<file path="src/rtl/dtc_sel_pkg.sv">
package dtc_sel_pkg;

  typedef struct packed {
    logic loadDemand;
    logic loadVector;
  } dtcCtrl_t;

  localparam logic [1:0] TQ_POS  = 2'b01;
  localparam logic [1:0] TQ_ZERO = 2'b00;
  localparam logic [1:0] TQ_NEG  = 2'b11;

  function automatic logic [2:0] activeVector(input logic [2:0] idx);
    case (idx)
      3'd0:    activeVector = 3'b100;
      3'd1:    activeVector = 3'b110;
      3'd2:    activeVector = 3'b010;
      3'd3:    activeVector = 3'b011;
      3'd4:    activeVector = 3'b001;
      default: activeVector = 3'b101;
    endcase
  endfunction

endpackage

</file>
<file path="src/rtl/dtc_sel_ctrl.sv">
module dtc_sel_ctrl
  import dtc_sel_pkg::*;
(
  input  logic     clk,
  input  logic     rstN,
  input  logic     cycleStrobe,
  output dtcCtrl_t ctrl,
  output logic     legValid
);

  always_comb begin
    ctrl.loadDemand = cycleStrobe;
    ctrl.loadVector = cycleStrobe;
  end

  always_ff @(posedge clk) begin
    if (!rstN) legValid <= 1'b0;
    else       legValid <= cycleStrobe;
  end

endmodule

</file>
<file path="src/rtl/dtc_sel_datapath.sv">
module dtc_sel_datapath
  import dtc_sel_pkg::*;
#(
  parameter int DATA_W = 16
) (
  input  logic              clk,
  input  logic              rstN,
  input  dtcCtrl_t          ctrl,
  input  logic [DATA_W-1:0] fluxRef,
  input  logic [DATA_W-1:0] fluxEst,
  input  logic [DATA_W-1:0] torqueRef,
  input  logic [DATA_W-1:0] torqueEst,
  input  logic [DATA_W-2:0] fluxBand,
  input  logic [DATA_W-2:0] torqueBand,
  input  logic [2:0]        sector,
  output logic              fluxUp,
  output logic [1:0]        torqueDemand,
  output logic [2:0]        legState
);

  localparam int ERR_W = DATA_W + 1;

  logic signed [ERR_W-1:0] fluxErr, torqueErr;
  logic signed [ERR_W-1:0] fluxHi, fluxLo, torqueHi, torqueLo;
  logic                    fluxNext;
  logic [1:0]              torqueNext;
  logic [2:0]              vectorNext;
  logic [2:0]              baseIdx, offset;
  logic [3:0]              sumIdx;
  logic                    sectorOk;

  always_comb begin
    fluxErr   = $signed({fluxRef[DATA_W-1], fluxRef})   - $signed({fluxEst[DATA_W-1], fluxEst});
    torqueErr = $signed({torqueRef[DATA_W-1], torqueRef}) - $signed({torqueEst[DATA_W-1], torqueEst});
    fluxHi    = $signed({2'b00, fluxBand});
    fluxLo    = -fluxHi;
    torqueHi  = $signed({2'b00, torqueBand});
    torqueLo  = -torqueHi;
  end

  // two-level flux comparator
  always_comb begin
    fluxNext = fluxUp;
    if (fluxErr > fluxHi)      fluxNext = 1'b1;
    else if (fluxErr < fluxLo) fluxNext = 1'b0;
  end

  // three-level torque comparator with return to zero on crossing
  always_comb begin
    torqueNext = torqueDemand;
    case (torqueDemand)
      TQ_POS: begin
        if (torqueErr < torqueLo)              torqueNext = TQ_NEG;
        else if (torqueErr < 0)                torqueNext = TQ_ZERO;
      end
      TQ_NEG: begin
        if (torqueErr > torqueHi)              torqueNext = TQ_POS;
        else if (torqueErr > 0)                torqueNext = TQ_ZERO;
      end
      default: begin
        if (torqueErr > torqueHi)              torqueNext = TQ_POS;
        else if (torqueErr < torqueLo)         torqueNext = TQ_NEG;
        else                                   torqueNext = TQ_ZERO;
      end
    endcase
  end

  // switching table
  always_comb begin
    sectorOk = (sector != 3'd0) && (sector != 3'd7);
    baseIdx  = sector - 3'd1;
    case ({fluxNext, torqueNext})
      {1'b1, TQ_POS}: offset = 3'd1;
      {1'b0, TQ_POS}: offset = 3'd2;
      {1'b1, TQ_NEG}: offset = 3'd5;
      default:        offset = 3'd4;
    endcase
    sumIdx = {1'b0, baseIdx} + {1'b0, offset};
    if (sumIdx >= 4'd6) sumIdx = sumIdx - 4'd6;
    if (!sectorOk)
      vectorNext = 3'b000;
    else if (torqueNext == TQ_ZERO)
      vectorNext = ($countones(legState) <= 1) ? 3'b000 : 3'b111;
    else
      vectorNext = activeVector(sumIdx[2:0]);
  end

  always_ff @(posedge clk) begin
    if (!rstN) begin
      fluxUp       <= 1'b0;
      torqueDemand <= TQ_ZERO;
    end else if (ctrl.loadDemand) begin
      fluxUp       <= fluxNext;
      torqueDemand <= torqueNext;
    end
  end

  always_ff @(posedge clk) begin
    if (!rstN)                legState <= 3'b000;
    else if (ctrl.loadVector) legState <= vectorNext;
  end

endmodule

</file>
<file path="src/rtl/dtc_vector_select.sv">
module dtc_vector_select
  import dtc_sel_pkg::*;
#(
  parameter int DATA_W = 16
) (
  input  logic              clk,
  input  logic              rstN,
  input  logic              cycleStrobe,
  input  logic [DATA_W-1:0] fluxRef,
  input  logic [DATA_W-1:0] fluxEst,
  input  logic [DATA_W-1:0] torqueRef,
  input  logic [DATA_W-1:0] torqueEst,
  input  logic [DATA_W-2:0] fluxBand,
  input  logic [DATA_W-2:0] torqueBand,
  input  logic [2:0]        sector,
  output logic              fluxUp,
  output logic [1:0]        torqueDemand,
  output logic [2:0]        legState,
  output logic              legValid
);

  dtcCtrl_t ctrl;

  dtc_sel_ctrl uCtrl (
    .clk(clk), .rstN(rstN), .cycleStrobe(cycleStrobe),
    .ctrl(ctrl), .legValid(legValid)
  );

  dtc_sel_datapath #(.DATA_W(DATA_W)) uPath (
    .clk(clk), .rstN(rstN), .ctrl(ctrl),
    .fluxRef(fluxRef), .fluxEst(fluxEst),
    .torqueRef(torqueRef), .torqueEst(torqueEst),
    .fluxBand(fluxBand), .torqueBand(torqueBand),
    .sector(sector),
    .fluxUp(fluxUp), .torqueDemand(torqueDemand), .legState(legState)
  );

endmodule

</file>
<file path="config.mk">
export PLATFORM = sky130hd
export DESIGN_NAME = dtc_vector_select
export DESIGN_NICKNAME = d
export VERILOG_FILES = /design/src/rtl/dtc_sel_pkg.sv /design/src/rtl/dtc_sel_ctrl.sv /design/src/rtl/dtc_sel_datapath.sv /design/src/rtl/dtc_vector_select.sv
export SDC_FILE = /design/constraint.sdc
export NUM_CORES = 1
export LEC_CHECK = 0
export BUFFER_PORTS_ARGS = -buffer_cell sky130_fd_sc_hd__buf_2
export CORE_MARGIN = 2
export CORE_UTILIZATION = 56
export CTS_BUF_LIST = sky130_fd_sc_hd__clkbuf_2
export CTS_CLUSTER_DIAMETER = 80
export CTS_CLUSTER_SIZE = 20
export DETAILED_ROUTE_END_ITERATION = 6
export MAX_ROUTING_LAYER = met4
export PLACE_DENSITY = 0.84
export RECOVER_POWER = 100
export SETUP_SLACK_MARGIN = 0.05
export SLEW_MARGIN = 30
export SYNTH_ARGS = -nofsm -noshare
export SYNTH_HDL_FRONTEND = slang
export SYNTH_SLANG_ARGS = --single-unit
</file>
<file path="constraint.sdc">
create_clock -name clk -period 8.6 [get_ports clk]
set_input_delay 1.72 -clock clk [delete_from_list [all_inputs] [get_ports clk]]
set_output_delay 1.72 -clock clk [all_outputs]
set_load 0.01 [all_outputs]
</file>
**Word-level counts from Yosys, hierarchy flattened**

Cells that the tools add are included.

- Flip-flop bits (word level): 7
- Logic and storage cells: 50
- Bits of input ports: 100
- Output and inout bits: 7

- Order comparisons: 8
- $add $sub $neg: 9
- Multiplexer cells: 15
- Reductions and logical operators: 4
- Equal/unequal tests: 10

Operators with widths:

| operator | number |
|---|---|
| $gt 17x16->1 | 2 |
| $lt 17x17->1 | 2 |
| $neg 15->17 | 2 |
| $sub 16x16->17 | 2 |
| $add 32x1->32 | 1 |
| $le 32x2->1 const B | 1 |
| $gt 17x1->1 const B | 1 |
| $lt 17x1->1 const B | 1 |
| $pmux 3 s5 | 1 |
| $mux 2 | 6 |
| $mux 3 | 4 |
| $eq 3x3->1 const B | 3 |
| $pmux 3 s3 | 1 |
| $eq 3x1->1 const B | 2 |
| $eq 3x2->1 const B | 2 |
| $add 3x3->4 | 1 |
| $ge 4x3->1 const B | 1 |
| $pmux 2 s2 | 1 |
| $logic_not 3->1 | 1 |
| $ne 3x3->1 const B | 1 |
| $reduce_bool 3->1 | 1 |
| $sub 3x1->3 const B | 1 |
| $sub 3x3->3 const B | 1 |
| $add 1x1->2 | 1 |
| 5 further kinds | 6 |

**Depth between registers and ports, before layout**

- Depth in word-level cells: 14
- Mapped depth: 29

**Hierarchy**

Synthesis repeated with hierarchy kept, for this count alone.

- Cells, all modules: 584
- Area, all modules: 4272.8 um^2

By module, submodules not included:

| module | cells an instance | area an instance (um^2) | times used |
|---|---|---|---|
| dtc_sel_datapath | 580 | 4231.6 | 1 |
| dtc_sel_ctrl | 4 | 41.3 | 1 |

**Worst setup path before layout**

OpenSTA, ideal clock, no wires.

- Path type: input to register
- Start point: input fluxRef[0]
- End point: register uPath.legState[0]
- Slack: 1.965 ns
- Library setup time: 0.117 ns
- Stages: 28
- Arrival time: 6.518 ns
- Cell sequence: inv_1 ha_1 inv_1 fa_1 a21o_1 a21oi_1 o21ai_0 a21oi_1 o21ai_0 a21o_1 a21oi_1 xnor2_1 ha_1 nand4_1 nor2_1 nand3_1 nor3_1 a31oi_1 or2_2 a22oi_1 nor2b_1 ha_1 a21o_1 a21o_1 maj3_1 o21ai_0 mux2i_1 a22o_1

- Cells in the longest elaborated chain, start to end: 13

RTL lines:

| what | line | text |
|---|---|---|
| start: declaration | dtc_vector_select.sv:9 | `input logic [DATA_W-1:0] fluxRef,` |
| $sub 16x16->17 * | dtc_sel_datapath.sv:33 | `fluxErr = $signed({fluxRef[DATA_W-1], fluxRef}) - $signed({fluxEst[DATA_W-1], fluxEst});` |
| $lt 17x17->1 | dtc_sel_datapath.sv:45 | `else if (fluxErr < fluxLo) fluxNext = 1'b0;` |
| $mux 1 | dtc_sel_datapath.sv:45 |  |
| $mux 1 * | dtc_sel_datapath.sv:44 | `if (fluxErr > fluxHi) fluxNext = 1'b1;` |
| $eq 3x3->1 / $eq 3x1->1 (equally long branches) | dtc_sel_datapath.sv:72 | `case ({fluxNext, torqueNext})` |
| $pmux 3 s3 * | dtc_sel_datapath.sv:72 |  |
| $add 3x3->4 * | dtc_sel_datapath.sv:78 | `sumIdx = {1'b0, baseIdx} + {1'b0, offset};` |
| $ge 4x3->1 / $sub 3x3->3 (equally long branches) | dtc_sel_datapath.sv:79 | `if (sumIdx >= 4'd6) sumIdx = sumIdx - 4'd6;` |
| $mux 3 * | dtc_sel_datapath.sv:79 |  |
| $eq 3x3->1, or another cell as far along | dtc_sel_pkg.sv:13 | `case (idx)` |
| $pmux 3 s5 * | dtc_sel_pkg.sv:13 |  |
| $mux 3 * | dtc_sel_datapath.sv:82 | `else if (torqueNext == TQ_ZERO)` |
| $mux 3 * | dtc_sel_datapath.sv:80 | `if (!sectorOk)` |
| end signal: assignment | dtc_sel_datapath.sv:100 | `else if (ctrl.loadVector) legState <= vectorNext;` |
| end: declaration | dtc_sel_datapath.sv:18 | `output logic [2:0] legState` |

Mark *: on every way between the ends. The rest lies on a longest branch, timed or not.
A chain may end at the register's enable or synchronous reset.

**Worst setup path in the final report**

- Start point: input torqueRef[0]
- End point: register uPath.legState[0]

- Cells in the longest elaborated chain, start to end: 14

RTL lines:

| what | line | text |
|---|---|---|
| start: declaration | dtc_vector_select.sv:11 | `input logic [DATA_W-1:0] torqueRef,` |
| $sub 16x16->17 * | dtc_sel_datapath.sv:34 | `torqueErr = $signed({torqueRef[DATA_W-1], torqueRef}) - $signed({torqueEst[DATA_W-1], torqueEst});` |
| $lt 17x17->1, or another cell as far along | dtc_sel_datapath.sv:53, dtc_sel_datapath.sv:62 |  |
| $mux 2 (on tied branches) | dtc_sel_datapath.sv:62, dtc_sel_datapath.sv:54, dtc_sel_datapath.sv:58 |  |
| $mux 2 (on tied branches) | dtc_sel_datapath.sv:61, dtc_sel_datapath.sv:57, dtc_sel_datapath.sv:53 |  |
| $pmux 2 s2 * | dtc_sel_datapath.sv:51 | `case (torqueDemand)` |
| $eq 3x3->1 / $eq 3x1->1 (equally long branches) | dtc_sel_datapath.sv:72 |  |
| $pmux 3 s3 | dtc_sel_datapath.sv:72 |  |
| $add 3x3->4 | dtc_sel_datapath.sv:78 |  |
| $ge 4x3->1 / $sub 3x3->3 (equally long branches) | dtc_sel_datapath.sv:79 |  |
| $mux 3 | dtc_sel_datapath.sv:79 |  |
| $eq 3x3->1, or another cell as far along | dtc_sel_pkg.sv:13 |  |
| $pmux 3 s5 | dtc_sel_pkg.sv:13 |  |
| $mux 3 * | dtc_sel_datapath.sv:82 |  |
| $mux 3 * | dtc_sel_datapath.sv:80 |  |

Marks and branches as above.

==> results.py <==
metrics = {
    "grt": {
        "grt_overflow_total": 0,
        "grt_usage_pct": 25.6,
        "grt_pass1_wl_um": 17900,
        "grt_start_max_net_pins": 9,
        "grt_pass1_vias": 4460,
        "antenna_found_initial": 0,
    },
    "setup_path": {
        "rrSetupSlack_ns": 4.82,
        "cp-startpoint": "torqueRef[0]",
        "r2r_end": "uPath.legState[0]$_SDFFE_PN0P_",
        "crit_chain": "buf_2 > inv_1 > ha_1 > inv_1 > fa_1 > a21o_1 > a221oi_1 > a21oi_1 > xor2_1 > ha_1 > a21o_1 > a21oi_1 > nor2_1 > a2111oi_0 > a21oi_1 > o21bai_1 > and3_1 > nor2_1 > ha_1 > fa_1 > maj3_1 > o21ai_0 > mux2i_1 > a22o_1",
        "slowest_delay_ns": 0.55,
        "crit_fanout": 7,
        "slowest_stage": "fa_1",
        "cp.arrival_ns": 7.24,
        "reg2reg_depth": 13,
        "path_class": "in2reg",
        "cp.required_ns": 8.73,
        "critPathLaunchType": "input port",
        "reg2reg_from": "uPath.torqueDemand[0]$_SDFFE_PN0P_",
        "crit_path_end_kind": "flip-flop",
    },
    "placement": {
        "dp.final_hpwl_um": 8850,
        "portBuffers": 106,
        "gp_congestion": 0.892,
        "pre_cts_slack_ns": 1.33,
    },
    "logic_synthesis": {
        "ys_warn_count": 0,
        "syn_area_um2": 4150,
        "ys_ff_latch": 7,
        "async_reset_ff_share_pct": 0,
        "synth_edf_count": 0,
        "seq_area_frac_synth_pct": 3.38,
        "synth_nets": 771,
        "synth.area.top_cells": "ha_1 (31%), inv_1 (8.0%), xnor2_1 (7.8%), a21oi_1 (4.9%), a21o_1 (3.6%)",
        "synth_flop_cell": "dfxtp_1",
        "synth_common_cells": "ha_1 (102), inv_1 (88), a21oi_1 (41), xnor2_1 (37), nor2_1 (36)",
        "netlist_instances": 566,
        "synth_top_area_share_pct": 30.7,
        "ys_types": 59,
        "yosys.area.top_type": "ha_1",
        "synth.most_common_cell": "ha_1",
        "postSynthAreaPerCell_um2": 7.33,
    },
    "routing": {
        "wire_per_inst_um": 12.9,
        "vias": 4348,
        "routed_wl_um": 9970,
        "drtPass1Iterations": 5,
        "dr.first_iter.drc_count": 189,
        "via_per_inst": 5.62,
        "drc": 0,
        "ant_nets": 0,
    },
    "die": {
        "core_area_um2": 7210,
        "die_h_um": 90.1,
        "die_x_um": 90.1,
        "core.rowCount": 31,
        "die_area_um2": 8120,
        "start_util_pct": 57.5,
        "io_pins": 107,
    },
    "timing": {
        "worstMarginPinSlew_ns": 0.590,
        "hold_violations": 0,
        "setup_ws_ns": 1.49,
        "final.setup.tns_ns": 0,
        "layout_min_cycle_time_ns": 7.11,
        "setup_viol": 0,
        "max_slew_margin_pct": 60.4,
        "fmaxAchievable_ghz": 0.141,
        "rsz0062_at_grt": "no",
        "final_max_slew_viol_count": 0,
        "clock_skew_ns": 0.00118,
        "layout_worst_path_cycle_share_pct": 82.7,
    },
    "pwr": {
        "total_leakage_power_uw": 0.00254,
        "power.total_uw": 502,
        "powerDensity_nw_per_um2": 105,
        "max-vdd-ir-drop_mv": 0.0965,
    },
    "worst_hold_path": {
        "hp-class": "reg2reg",
        "min_path_cells": 1,
        "hold_end": "uPath.legState[2]$_SDFFE_PN0P_",
        "hold_path_startpoint": "uPath.legState[2]$_SDFFE_PN0P_",
    },
    "clock_tree": {
        "cts_sinks": 7,
        "root_buffer": "clkbuf_2",
        "clkTransAtPathRegs_ns": 0.07,
        "htreeDepth": 1,
        "cts_tree": "built",
        "cts.repair.resized": 0,
        "cts_inserted_buffers": 3,
        "clockBufferDepth": 2,
        "hold_buffers": 0,
        "cts_setup_buffers": 0,
        "clock_latency_ns": 0.23,
    },
    "cells_and_area": {
        "final_net_count": 880,
        "fillCellCount": 612,
        "drive_above_1_share_pct": 16.9,
        "diodes": 0,
        "seq_area_um2": 140,
        "multiInputGateArea_um2": 3650,
        "area_growth_pct": 15.3,
    },
    "run": {
        "cap_viol_max_count": 0,
    },
    "outcome": {
        "status": "finished clean",
    },
}
## area by class of cell
cell class / instances / share of cell area [%]
Timing Repair Buffer: 106 / 10.9
Clock buffer: 4 / 0.418
Inverter: 88 / 6.90
Multi-Input combinational cell: 469 / 76.3
Tap cell: 99 / 2.59
Sequential cell: 7 / 2.93
## routing by layer
| layer | track usage, % | up-vias | wire, um |
|---|---|---|---|
| li1 | - | 2250 | - |
| met1 | 32.1 | 1987 | 4660 |
| met2 | 45.2 | 101 | 4770 |
| met3 | 2.10 | 10 | 444 |
| met4 | 5.00 | 0 | 91 |
| met5 | - | - | 0 |
## logic make-up after synthesis
logic type               Yosys count  share of synthesized area (%)
multiplexers                       3                          0.723
flip-flops                         7                           3.38
AND/OR/NAND/NOR                  152                           18.1
buffers and inverters             90                           8.14
AO/OA/AOI/OAI                    161                           27.3
XOR/XNOR                          47                           9.92
adder cells (fa/ha/maj)          106                           32.4
## stage by stage
stage / hold slack, ns / std cells / area [um^2] / utilization (%)
3_5_place_dp: 0.487 / 769 / 4800 / 66.5
6_report: 0.515 / 773 / 4790 / 66.4
3_3_place_gp: 0.479 / 769 / 4800 / 66.5
2_1_floorplan: 0.531 / 566 / 4150 / -
4_1_cts: 0.513 / 773 / 4820 / 66.8
5_1_grt: 0.544 / 773 / 4790 / 66.4
## layout by cell type (no fill, tap or decap), drive strengths merged, types with 4 or more instances in the layout
master	synthesis	routed
a21o	21	21
o2111ai	5	5
or2	4	4
a22o	4	4
clkbuf	1	11
or3	7	7
and2	5	5
inv	88	88
nand2b	4	4
o21a	12	12
nand4	7	7
nand2	28	28
o21ai	26	26
xnor2	37	37
nor3	24	24
a31oi	4	4
buf	1	99
nor2b	14	14
a21oi	41	41
nor2	36	36
nand3	18	18
o211ai	8	8
xor2	10	10
dfxtp	7	7
a211oi	9	9
ha	102	102
## sequential cells by signal (all words and copies together) (netlist names)
name and flops:
uPath.legState 3, uCtrl.legValid 1, uPath.fluxUp 1, uPath.torqueDemand 2
## worst max-delay path: cells and delay by family
kind                       cells  cell delay [ns]
AOI/OAI and AO/OA             10             2.48
adders and majority gates      6             2.03
and+or+nand+nor                3             0.39
xor gates and xnor gates       1             0.33
buffers and inverters          3             0.18
muxes                          1             0.10
## where the power goes
part	leakage, uW	total (uW)	switching, uW	internal [uW]
Combinational	0.00247	433	239	194
Sequential	0.0000578	44.3	6.01	38.3
Clock	0.0000166	24.6	12.3	12.4
Total	0.00254	502	257	245
## how the worst max path moves through the flow
stage | end | slack [ns] | cells past startpoint
floorplan | uPath.legState[0]$_SDFFE_PN0P_ | 1.97 | 28
global placement | uPath.legState[0]$_SDFFE_PN0P_ | 1.54 | 29
detailed placement | uPath.legState[0]$_SDFFE_PN0P_ | 1.33 | 29
CTS | uPath.legState[0]$_SDFFE_PN0P_ | 1.58 | 29
global route | uPath.legState[0]$_SDFFE_PN0P_ | 1.01 | 29
finish | uPath.legState[0]$_SDFFE_PN0P_ | 1.49 | 24
No activity file was read; power rests on OpenSTA's default activity.
